<file path="src/rtl/exc_pkg.sv">
package exc_pkg;
  localparam int CAUSE_W = 4;

  typedef enum logic [CAUSE_W-1:0] {
    CZ_NONE       = 4'd0,
    CZ_FETCH_ADDR = 4'd1,
    CZ_ILLEGAL    = 4'd2,
    CZ_OVERFLOW   = 4'd3,
    CZ_DATA_ADDR  = 4'd4,
    CZ_INTERRUPT  = 4'd8
  } cause_e;

  // Tag stored alongside every in-flight instruction
  function automatic cause_e merge_cause(input logic has_exc, input cause_e cur,
                                         input logic raise, input cause_e code);
    if (has_exc) return cur;
    if (raise)   return code;
    return CZ_NONE;
  endfunction
endpackage

</file>
<file path="src/rtl/exc_stage_slot.sv">
module exc_stage_slot
  import exc_pkg::*;
#(
  parameter int PC_W = 32
) (
  input  logic            clk,
  input  logic            rst,
  input  logic            kill_i,
  input  logic            in_vld_i,
  input  logic            in_exc_i,
  input  cause_e          in_cause_i,
  input  logic [PC_W-1:0] in_pc_i,
  input  logic            raise_i,
  input  cause_e          raise_code_i,
  output logic            vld_o,
  output logic            exc_o,
  output cause_e          cause_o,
  output logic [PC_W-1:0] pc_o
);
  logic   nxt_exc;
  cause_e nxt_cause;

  always_comb begin
    nxt_exc   = in_vld_i && (in_exc_i || raise_i);
    nxt_cause = in_vld_i ? merge_cause(in_exc_i, in_cause_i, raise_i, raise_code_i) : CZ_NONE;
  end

  always_ff @(posedge clk) begin
    if (rst || kill_i) begin
      vld_o   <= 1'b0;
      exc_o   <= 1'b0;
      cause_o <= CZ_NONE;
      pc_o    <= '0;
    end else begin
      vld_o   <= in_vld_i;
      exc_o   <= nxt_exc;
      cause_o <= nxt_cause;
      pc_o    <= in_pc_i;
    end
  end

  // a cause already attached to the instruction survives the stage
  a_r3_keep_first: assert property (@(posedge clk) disable iff (rst)
    (in_vld_i && in_exc_i && !kill_i) |=> (exc_o && cause_o == $past(in_cause_i)));

  // a killed slot holds a bubble with no tag
  a_r7_bubble: assert property (@(posedge clk) disable iff (rst)
    kill_i |=> (!vld_o && !exc_o));
endmodule

</file>
<file path="src/rtl/exc_commit_arb.sv">
module exc_commit_arb
  import exc_pkg::*;
#(
  parameter int PC_W = 32
) (
  input  logic            m_vld_i,
  input  logic            m_exc_i,
  input  cause_e          m_cause_i,
  input  logic [PC_W-1:0] m_pc_i,
  input  logic            mem_fault_i,
  input  logic            ext_irq_i,
  output logic            take_o,
  output cause_e          take_cause_o,
  output logic            commit_o,
  output logic [PC_W-1:0] at_pc_o
);
  logic sync_fault;

  always_comb begin
    sync_fault   = m_vld_i && (m_exc_i || mem_fault_i);
    take_o       = m_vld_i && (ext_irq_i || sync_fault);
    commit_o     = m_vld_i && !take_o;
    at_pc_o      = m_pc_i;
    take_cause_o = CZ_NONE;
    if (m_vld_i) begin
      if (ext_irq_i)       take_cause_o = CZ_INTERRUPT;
      else if (m_exc_i)    take_cause_o = m_cause_i;
      else if (mem_fault_i) take_cause_o = CZ_DATA_ADDR;
    end
  end
endmodule

</file>
<file path="src/rtl/exc_trap_regs.sv">
module exc_trap_regs
  import exc_pkg::*;
#(
  parameter int              PC_W       = 32,
  parameter logic [PC_W-1:0] HANDLER_PC = '0
) (
  input  logic            clk,
  input  logic            rst,
  input  logic            take_i,
  input  cause_e          take_cause_i,
  input  logic            commit_i,
  input  logic [PC_W-1:0] at_pc_i,
  output logic            wb_valid_o,
  output logic [PC_W-1:0] wb_pc_o,
  output logic            trap_o,
  output logic [PC_W-1:0] redirect_pc_o,
  output cause_e          cause_o,
  output logic [PC_W-1:0] epc_o
);
  always_ff @(posedge clk) begin
    if (rst) begin
      wb_valid_o    <= 1'b0;
      wb_pc_o       <= '0;
      trap_o        <= 1'b0;
      redirect_pc_o <= '0;
      cause_o       <= CZ_NONE;
      epc_o         <= '0;
    end else begin
      wb_valid_o    <= commit_i;
      wb_pc_o       <= commit_i ? at_pc_i : '0;
      trap_o        <= take_i;
      redirect_pc_o <= take_i ? HANDLER_PC : '0;
      if (take_i) begin
        cause_o <= take_cause_i;
        epc_o   <= at_pc_i;
      end
    end
  end

  // a trapping instruction never reaches writeback
  a_r6_no_wb_on_trap: assert property (@(posedge clk) disable iff (rst)
    $onehot0({trap_o, wb_valid_o}));

  // the latched trap record is stable between traps
  a_r8_hold: assert property (@(posedge clk) disable iff (rst)
    !take_i |=> ($stable(cause_o) && $stable(epc_o)));
endmodule

</file>
<file path="src/rtl/precise_trap_ctrl.sv">
module precise_trap_ctrl
  import exc_pkg::*;
#(
  parameter int              PC_W       = 32,
  parameter logic [PC_W-1:0] HANDLER_PC = 32'h0000_0080
) (
  input  logic            clk,
  input  logic            rst,
  input  logic            fetch_valid_i,
  input  logic [PC_W-1:0] fetch_pc_i,
  input  logic            fetch_fault_i,
  input  logic            dec_illegal_i,
  input  logic            exe_ovf_i,
  input  logic            mem_fault_i,
  input  logic            ext_irq_i,
  output logic            wb_valid_o,
  output logic [PC_W-1:0] wb_pc_o,
  output logic            trap_o,
  output logic [PC_W-1:0] redirect_pc_o,
  output logic [3:0]      cause_o,
  output logic [PC_W-1:0] epc_o
);
  // held stages: decode, execute, memory
  localparam int N_HELD = 3;

  logic            ch_vld   [0:N_HELD];
  logic            ch_exc   [0:N_HELD];
  cause_e          ch_cause [0:N_HELD];
  logic [PC_W-1:0] ch_pc    [0:N_HELD];
  logic            st_raise [0:N_HELD-1];
  cause_e          st_code  [0:N_HELD-1];

  logic            take, commit, kill;
  cause_e          take_cause, cause_q;
  logic [PC_W-1:0] at_pc;

  assign ch_vld[0]   = fetch_valid_i;
  assign ch_exc[0]   = 1'b0;
  assign ch_cause[0] = CZ_NONE;
  assign ch_pc[0]    = fetch_pc_i;

  assign st_raise[0] = fetch_fault_i;
  assign st_code[0]  = CZ_FETCH_ADDR;
  assign st_raise[1] = dec_illegal_i;
  assign st_code[1]  = CZ_ILLEGAL;
  assign st_raise[2] = exe_ovf_i;
  assign st_code[2]  = CZ_OVERFLOW;

  // flush on the decision edge and drop the wrong-path fetch one cycle later
  assign kill = take || trap_o;

  for (genvar g = 0; g < N_HELD; g++) begin : g_slot
    exc_stage_slot #(.PC_W(PC_W)) u_slot (
      .clk          (clk),
      .rst          (rst),
      .kill_i       (kill),
      .in_vld_i     (ch_vld[g]),
      .in_exc_i     (ch_exc[g]),
      .in_cause_i   (ch_cause[g]),
      .in_pc_i      (ch_pc[g]),
      .raise_i      (st_raise[g]),
      .raise_code_i (st_code[g]),
      .vld_o        (ch_vld[g+1]),
      .exc_o        (ch_exc[g+1]),
      .cause_o      (ch_cause[g+1]),
      .pc_o         (ch_pc[g+1])
    );
  end

  exc_commit_arb #(.PC_W(PC_W)) u_arb (
    .m_vld_i      (ch_vld[N_HELD]),
    .m_exc_i      (ch_exc[N_HELD]),
    .m_cause_i    (ch_cause[N_HELD]),
    .m_pc_i       (ch_pc[N_HELD]),
    .mem_fault_i  (mem_fault_i),
    .ext_irq_i    (ext_irq_i),
    .take_o       (take),
    .take_cause_o (take_cause),
    .commit_o     (commit),
    .at_pc_o      (at_pc)
  );

  exc_trap_regs #(.PC_W(PC_W), .HANDLER_PC(HANDLER_PC)) u_regs (
    .clk           (clk),
    .rst           (rst),
    .take_i        (take),
    .take_cause_i  (take_cause),
    .commit_i      (commit),
    .at_pc_i       (at_pc),
    .wb_valid_o    (wb_valid_o),
    .wb_pc_o       (wb_pc_o),
    .trap_o        (trap_o),
    .redirect_pc_o (redirect_pc_o),
    .cause_o       (cause_q),
    .epc_o         (epc_o)
  );

  assign cause_o = cause_q;

  // the held stages are empty while the trap strobe is out
  a_r7_flushed: assert property (@(posedge clk) disable iff (rst)
    trap_o |-> (!ch_vld[1] && !ch_vld[2] && !ch_vld[3]));

  // an interrupt at an occupied commit slot is taken with its own code
  a_r5_irq_wins: assert property (@(posedge clk) disable iff (rst)
    (ext_irq_i && ch_vld[N_HELD]) |=> (trap_o && cause_o == 4'd8));

  // the trap strobe lasts one cycle
  a_r6_one_pulse: assert property (@(posedge clk) disable iff (rst)
    trap_o |=> !trap_o);
endmodule

</file>
<file path="config.mk">
export PLATFORM = sky130hd
export DESIGN_NAME = precise_trap_ctrl
export DESIGN_NICKNAME = d
export VERILOG_FILES = /design/src/rtl/exc_pkg.sv /design/src/rtl/exc_stage_slot.sv /design/src/rtl/exc_commit_arb.sv /design/src/rtl/exc_trap_regs.sv /design/src/rtl/precise_trap_ctrl.sv
export SDC_FILE = /design/constraint.sdc
export NUM_CORES = 1
export LEC_CHECK = 0
export ABC_AREA = 1
export BUFFER_PORTS_ARGS = -buffer_cell sky130_fd_sc_hd__buf_2
export CORE_UTILIZATION = 35
export DETAILED_ROUTE_END_ITERATION = 16
export SLEW_MARGIN = 15
export SYNTH_ARGS = -nofsm -noshare
export SYNTH_HDL_FRONTEND = slang
export SYNTH_HIERARCHICAL = 1
export SYNTH_SLANG_ARGS = --single-unit
</file>
<file path="constraint.sdc">
create_clock -name clk -period 1.3 [get_ports clk]
set_input_delay 0.065 -clock clk [delete_from_list [all_inputs] [get_ports clk]]
set_output_delay 0.065 -clock clk [all_outputs]
set_load 0.005 [all_outputs]
</file>
==> results of run 1 <==
==> registers in the layout, summed over array words and instances (netlist names) <==
signal                 cells
u_regs/epc_o              32
g_slot.u_slot/vld_o        3
u_regs/wb_pc_o            32
u_regs/cause_o             4
g_slot.u_slot/pc_o        96
u_regs/redirect_pc_o       1
g_slot.u_slot/exc_o        3
g_slot.u_slot/cause_o     12
u_regs/wb_valid_o          1
==> path summary, 6_finish.rpt <==
check / start / cells past startpoint / slack, ns / end
min reg2reg: g_slot[1].u_slot/pc_o[28] / 2 / 0.40 / g_slot[2].u_slot/pc_o[28]
min: ext_irq_i / 8 / 0.16 / u_regs/cause_o[2]
max reg2reg: g_slot[2].u_slot/exc_o / 8 / 0.06 / g_slot[2].u_slot/pc_o[13]
max: g_slot[2].u_slot/exc_o / 8 / 0.06 / g_slot[2].u_slot/pc_o[13]
==> cells by family after synthesis <==
logic type | count (synthesis)
AO/OA/AOI/OAI | 14
buffers and inverters | 240
flip-flops | 184
other | 3
AND/OR/NAND/NOR | 322
==> power groups by stage <==
stage / registers, µW / logic, µW / clock network, µW
6_report: 5870 / 794 / 5010
5_1_grt: 5890 / 904 / 5390
4_1_cts: 5870 / 756 / 5150
3_5_place_dp: 6000 / 661 / 0
3_3_place_gp: 6000 / 656 / 0
2_1_floorplan: 5990 / 584 / 0
==> layout by cell type, fill, tap and decap left out, types with 3 or more instances in the layout <==
master and count:
nor2_2 104, clkbuf_1 4, dfxtp_1 182, a21oi_1 12, buf_12 5, conb_1 53
clkbuf_16 21, nand3_1 13, nor2_4 11, nor2_1 100, clkbuf_8 4, buf_4 6
buf_2 110, dlygate4sd3_1 37, inv_2 3, nand2_1 91, inv_1 148
==> worst max-delay path: cells and delay by family, from the launching register on <==
kind                   cells  cell delay [ns]
AOI/OAI and AO/OA          1             0.13
buffers and inverters      3             0.40
DFF                        1             0.35
and+or+nand+nor            4             0.25
==> what timing repair did <==
action,in CTS,in global routing
hold buffers,37,0
cloned,1,4
hold endpoints to repair,41,0
resized for setup,3,9
setup endpoints to repair,39,138
pin swaps,0,5
==> per-stage QoR <==
step	TNS, ns	util, %	std cells
final	0	45.1	1152
after CTS	0	44.4	1148
after detailed placement	-0.0246	39.0	1079
after floorplan	0	-	813
after global placement	0	39.0	1079
after global routing	-0.778	45.1	1152
==> final cells by class <==
cell class,count,area share [%]
timing repair buffer,166,15.1
clock inverter,6,1.09
tap,229,3.47
clock buffer,25,6.01
multi-input combinational,389,22.6
inverter,153,7.03
sequential,184,44.7
==> routing by layer <==
metal / share of wire (%) / up-vias
met1: 51 / 1650
li1: - / 2341
met2: 41 / 119
met5: 0 / -
met4: 3.2 / 0
met3: 5.1 / 26
==> impl_metrics.json, run 1 <==
{
  "status": "completed",
  "synth_edf_count": 0,
  "post-cts-setup-buffer-count": 0,
  "power_switching_uw": 2460,
  "hold_path_class": "in -> reg",
  "syn_to_final_growth_pct": 24.3,
  "cts_buffers": 17,
  "max_freq_mhz": 804,
  "netlist_area_um2": 6640,
  "die_h_um": 140,
  "core.rowCount": 49,
  "cpMostUsedCell": "nor2_2",
  "root_buffer": "clkbuf_16",
  "netlist_top_cells_count": "184 x dfxtp_1, 148 x inv_1, 105 x nor2_2, 101 x nor2_1, 92 x nand2_1",
  "core_area_um2": 18300,
  "synthTopCellsByArea": "dfxtp_1 56%, nor2_2 9.9%, inv_1 8.4%",
  "wl_per_cell_um": 9.87,
  "seqCellArea_um2": 3690,
  "fillers": 1824,
  "cp_data_required_time_ns": 1.61,
  "yosysMostFrequentCell": "dfxtp_1",
  "synth_top_cell_area_share_pct": 55.5,
  "routed-via-count": 4136,
  "cp_max_fo": 16,
  "grt_setup_unrepaired": "true",
  "fin_crit_sh_pct": 95.6,
  "layout-drive-gt1-share_pct": 30.7,
  "seqPwrFrac_pct": 50.3,
  "final_cell_area_um2": 8250,
  "dr.pass1.iters": 5,
  "drt_iter0_drc": 160,
  "gp_congestion": 0.741,
  "drc": 0,
  "arrival_ns": 1.56,
  "clock_sinks": 184,
  "vias_per_cell": 3.59,
  "synth_xor_area_share_pct": 0,
  "muxShareOfSynthArea_pct": 0,
  "clkTransAtPathRegs_ns": 0.06,
  "synth_ff_type": "dfxtp_1",
  "ys_seq_area_share_pct": 55.5,
  "grt_overflow": 0,
  "async_flop_share_pct": 0,
  "use_met3_pct": 3.61,
  "end_kind": "flip-flop",
  "p_leak_uw": 0.00372,
  "grt.busiest_layer": "met2",
  "use_met2_pct": 17.1,
  "peakVddDrop_v": 0.000881,
  "start_kind": "flip-flop",
  "ios": 142,
  "initial_core_util_pct": 36.3,
  "slowest_stage": "dfxtp_2",
  "fin_crit_ns": 1.24,
  "ys_types": 15,
  "grt_pass1_wl_mm": 18.4,
  "switching_share_pct": 21.1,
  "clkLatencyLatePin_ns": 0.42,
  "dpl_worst_slack_ns": -0.00831,
  "ant_nets": 0,
  "crit_type": "reg -> reg",
  "yosysWarnings": 6,
  "cts.htree.levels": 4,
  "io_buffers": 110,
  "synth_compound_area_share_pct": 1.06,
  "hold_viol_final": 0,
  "yosys.area_share.simple_pct": 23.6,
  "syn_inst": 763,
  "p_total_uw": 11700,
  "max_cap_violations": 0,
  "antenna_found_initial": 0,
  "p_per_area_nw_per_um2": 1420,
  "ys_seq_elements": 184,
  "diodes": 0,
  "p_clk_share_pct": 42.9,
  "setup_viol": 0,
  "cell_internal_pwr_uw": 9210,
  "drt_wl_total_mm": 11.4,
  "synth.avg_cell_area_um2": 8.70,
  "cpPeakStageDelay_ns": 0.35,
  "timing.hold.ws_ns": 0.157,
  "drv_slew": 0,
  "multi_input_area_um2": 1860,
  "cts_tree": "yes",
  "fin_skew_ns": 0.00657,
  "synth_top_family_by_area": "simple AND/OR/NAND/NOR gates",
  "grt_pass1_vias": 3793,
  "die_area_um2": 19500,
  "yosys.area.top_type": "dfxtp_1",
  "use_met1_pct": 16.1,
  "placed_cell_area_um2": 7120,
  "nNetsFinal": 951,
  "grt_max_degree": 37,
  "power_frac_comb_pct": 6.8,
  "synthAdderAreaFrac_pct": 0,
  "crit_chain": "nor2_4 > a21oi_4 > inv_1 > nand2_2 > nor2_2 > inv_2 > clkbuf_16 > nor2_2",
  "grtUsageTotal_pct": 12.1,
  "die_w_um": 140,
  "dp_hpwl_mm": 7.27,
  "fin_ws_ns": 0.0567,
  "clock_path_buffers": 2
}
Power figures use the tool's default switching activity.
==> run 2: changes to the inputs <==
--- a/config.mk
+++ b/config.mk
@@ -8,6 +8,7 @@
 export ABC_AREA = 1
 export BUFFER_PORTS_ARGS = -buffer_cell sky130_fd_sc_hd__buf_2
 export CORE_UTILIZATION = 35
+export CTS_BUF_LIST = sky130_fd_sc_hd__clkbuf_8
 export DETAILED_ROUTE_END_ITERATION = 16
 export SLEW_MARGIN = 15
 export SYNTH_ARGS = -nofsm -noshare
==> run 2 against run 1 <==
  * Utilization down 1.2 points
  * Total power decreased by 11%
  * Via count shrank 0.60%
  * Setup slack better by 0.0058 ns
  * Largest cell class unchanged
==> impl_metrics.json, run 2 (same netlist as run 1, synthesis figures left out) <==
{
  "clkTransAtPathRegs_ns": 0.09,
  "cts.htree.levels": 4,
  "drt_iter0_drc": 156,
  "grt_pass1_vias": 3776,
  "crit_buf_inv": 3,
  "fin_crit_ns": 1.24,
  "diodes": 0,
  "die_h_um": 140,
  "cp.depth": 8,
  "io_buffers": 110,
  "hold_path_class": "in -> reg",
  "end_kind": "flip-flop",
  "crit_chain": "nor2_4 > a21oi_4 > inv_1 > nand2_2 > nor2_2 > inv_2 > clkbuf_16 > nor2_2",
  "drt_wl_total_mm": 11.2,
  "wl_met2_mm": 4.64,
  "grt_overflow": 0,
  "die_area_um2": 19500,
  "cpMostUsedCell": "nor2_2",
  "fin_skew_ns": 0.0132,
  "slowest_stage": "dfxtp_2",
  "syn_to_final_growth_pct": 21.0,
  "crit_start": "g_slot[2].u_slot/exc_o",
  "routed-via-count": 4111,
  "status": "completed",
  "post-route-util_pct": 43.9,
  "clock_sinks": 184,
  "root_buffer": "clkbuf_8",
  "peakVddDrop_v": 0.000549,
  "cts_tree": "yes",
  "cts_buffers": 17,
  "final_common_cell": "dfxtp_1",
  "setup_viol": 0,
  "p_total_uw": 10400,
  "ant_nets": 0,
  "grt_max_degree": 37,
  "hold_end": "u_regs/cause_o[1]",
  "dp_hpwl_mm": 7.27,
  "cp_max_fo": 16,
  "reg2reg_setup_slack_ns": 0.06,
  "largest-register": "g_slot.u_slot/pc_o",
  "worstReg2RegEnd": "g_slot[2].u_slot/pc_o[13]",
  "fillers": 1845,
  "post-cts-setup-buffer-count": 0,
  "max_cap_violations": 0,
  "ios": 142,
  "core.rowCount": 49,
  "nNetsFinal": 950,
  "start_kind": "flip-flop",
  "stdcell_count": 1151,
  "crit_family": "buffers and inverters",
  "crit_type": "reg -> reg",
  "wl_per_cell_um": 9.76,
  "cp_data_required_time_ns": 1.65,
  "cpPeakStageDelay_ns": 0.36,
  "grt_setup_unrepaired": "true",
  "layout-drive-gt1-share_pct": 30.7,
  "largest_reg_flops": 96,
  "fin_crit_sh_pct": 95.2,
  "grt_pass1_wl_mm": 18.3,
  "r2r_start": "g_slot[2].u_slot/exc_o",
  "wl_met3_um": 602,
  "place_inst": 1079,
  "initial_core_util_pct": 36.3,
  "p_per_area_nw_per_um2": 1290,
  "hold_depth": 8,
  "drv_slew": 0,
  "wirelength_met1_mm": 5.72,
  "r2r_cells": 8,
  "clkLatencyLatePin_ns": 0.45,
  "top_layer": "met4",
  "clock_path_buffers": 2,
  "p_leak_uw": 0.00364,
  "grtUsageTotal_pct": 12.0,
  "antenna_found_initial": 0,
  "worstHoldStart": "ext_irq_i",
  "vias_per_cell": 3.57,
  "gp_congestion": 0.741,
  "mostFrequentLayoutCells": "182 x dfxtp_1, 152 x inv_1, 110 x buf_2",
  "drc": 0,
  "top_regs": "g_slot.u_slot/pc_o: 96 flops, u_regs/epc_o: 32 flops, u_regs/wb_pc_o: 32 flops",
  "arrival_ns": 1.58,
  "die_w_um": 140,
  "hold_viol_final": 0,
  "dr.pass1.iters": 4,
  "max_freq_mhz": 808,
  "core_area_um2": 18300
}
==> run 2: where the power goes <==
group,internal [µW],switching [µW]
clock,1880,1830
sequential,5810,55.5
combinational,357,431
==> run 2: per-stage QoR <==
stage          hold slack [ns]  setup TNS (ns)  instance area, µm²  setup WS [ns]
3_3_place_gp             0.286               0                7120      0.0000502
4_1_cts                 0.0830               0                7930         0.0103
2_1_floorplan            0.136               0                6820         0.0417
3_5_place_dp             0.291         -0.0246                7120       -0.00831
5_1_grt                  0.146          -0.980                8030        -0.0314
6_report                 0.123               0                8030         0.0625
==> run 2: layer usage <==
layer | track usage, % | vias up
li1 | - | 2333
met1 | 16.0 | 1640
met2 | 17.0 | 117
met3 | 4.23 | 21
met4 | 6.02 | 0
met5 | 0 | -
==> run 2: cell type report <==
type | instances | area, µm² | share of cell area, %
clock inverter | 10 | 105 | 1.31
multi-input combinational | 389 | 1870 | 23.3
timing repair buffer | 165 | 1210 | 15.1
sequential | 184 | 3690 | 45.9
inverter | 153 | 579 | 7.22
tap | 229 | 287 | 3.57
clock buffer | 21 | 289 | 3.60
==> run 2: timing repair <==
action                                  CTS  global route
endpoints found under the setup margin   58           138
endpoints found under the hold margin    41             0
pin swaps                                 0             4
resized for setup                         3             9
gates cloned                              1             3
hold buffers                             37             0
==> run 2: how the worst max path moves through the flow <==
| stage | endpoint |
|---|---|
| 2_1_floorplan | g_slot[0].u_slot/pc_o[0] |
| 6_report | g_slot[2].u_slot/pc_o[13] |
| 5_1_grt | g_slot[0].u_slot/pc_o[23] |
| 3_3_place_gp | u_regs/epc_o[15] |
| 3_5_place_dp | u_regs/epc_o[23] |
| 4_1_cts | u_regs/epc_o[15] |
==> run 2: worst register-to-register path, cell delays in order (launching register included) <==
cell	delay [ns]
dfxtp_2	0.36
nor2_4	0.04
a21oi_4	0.13
inv_1	0.06
nand2_2	0.11
nor2_2	0.06
inv_2	0.12
clkbuf_16	0.22
nor2_2	0.04
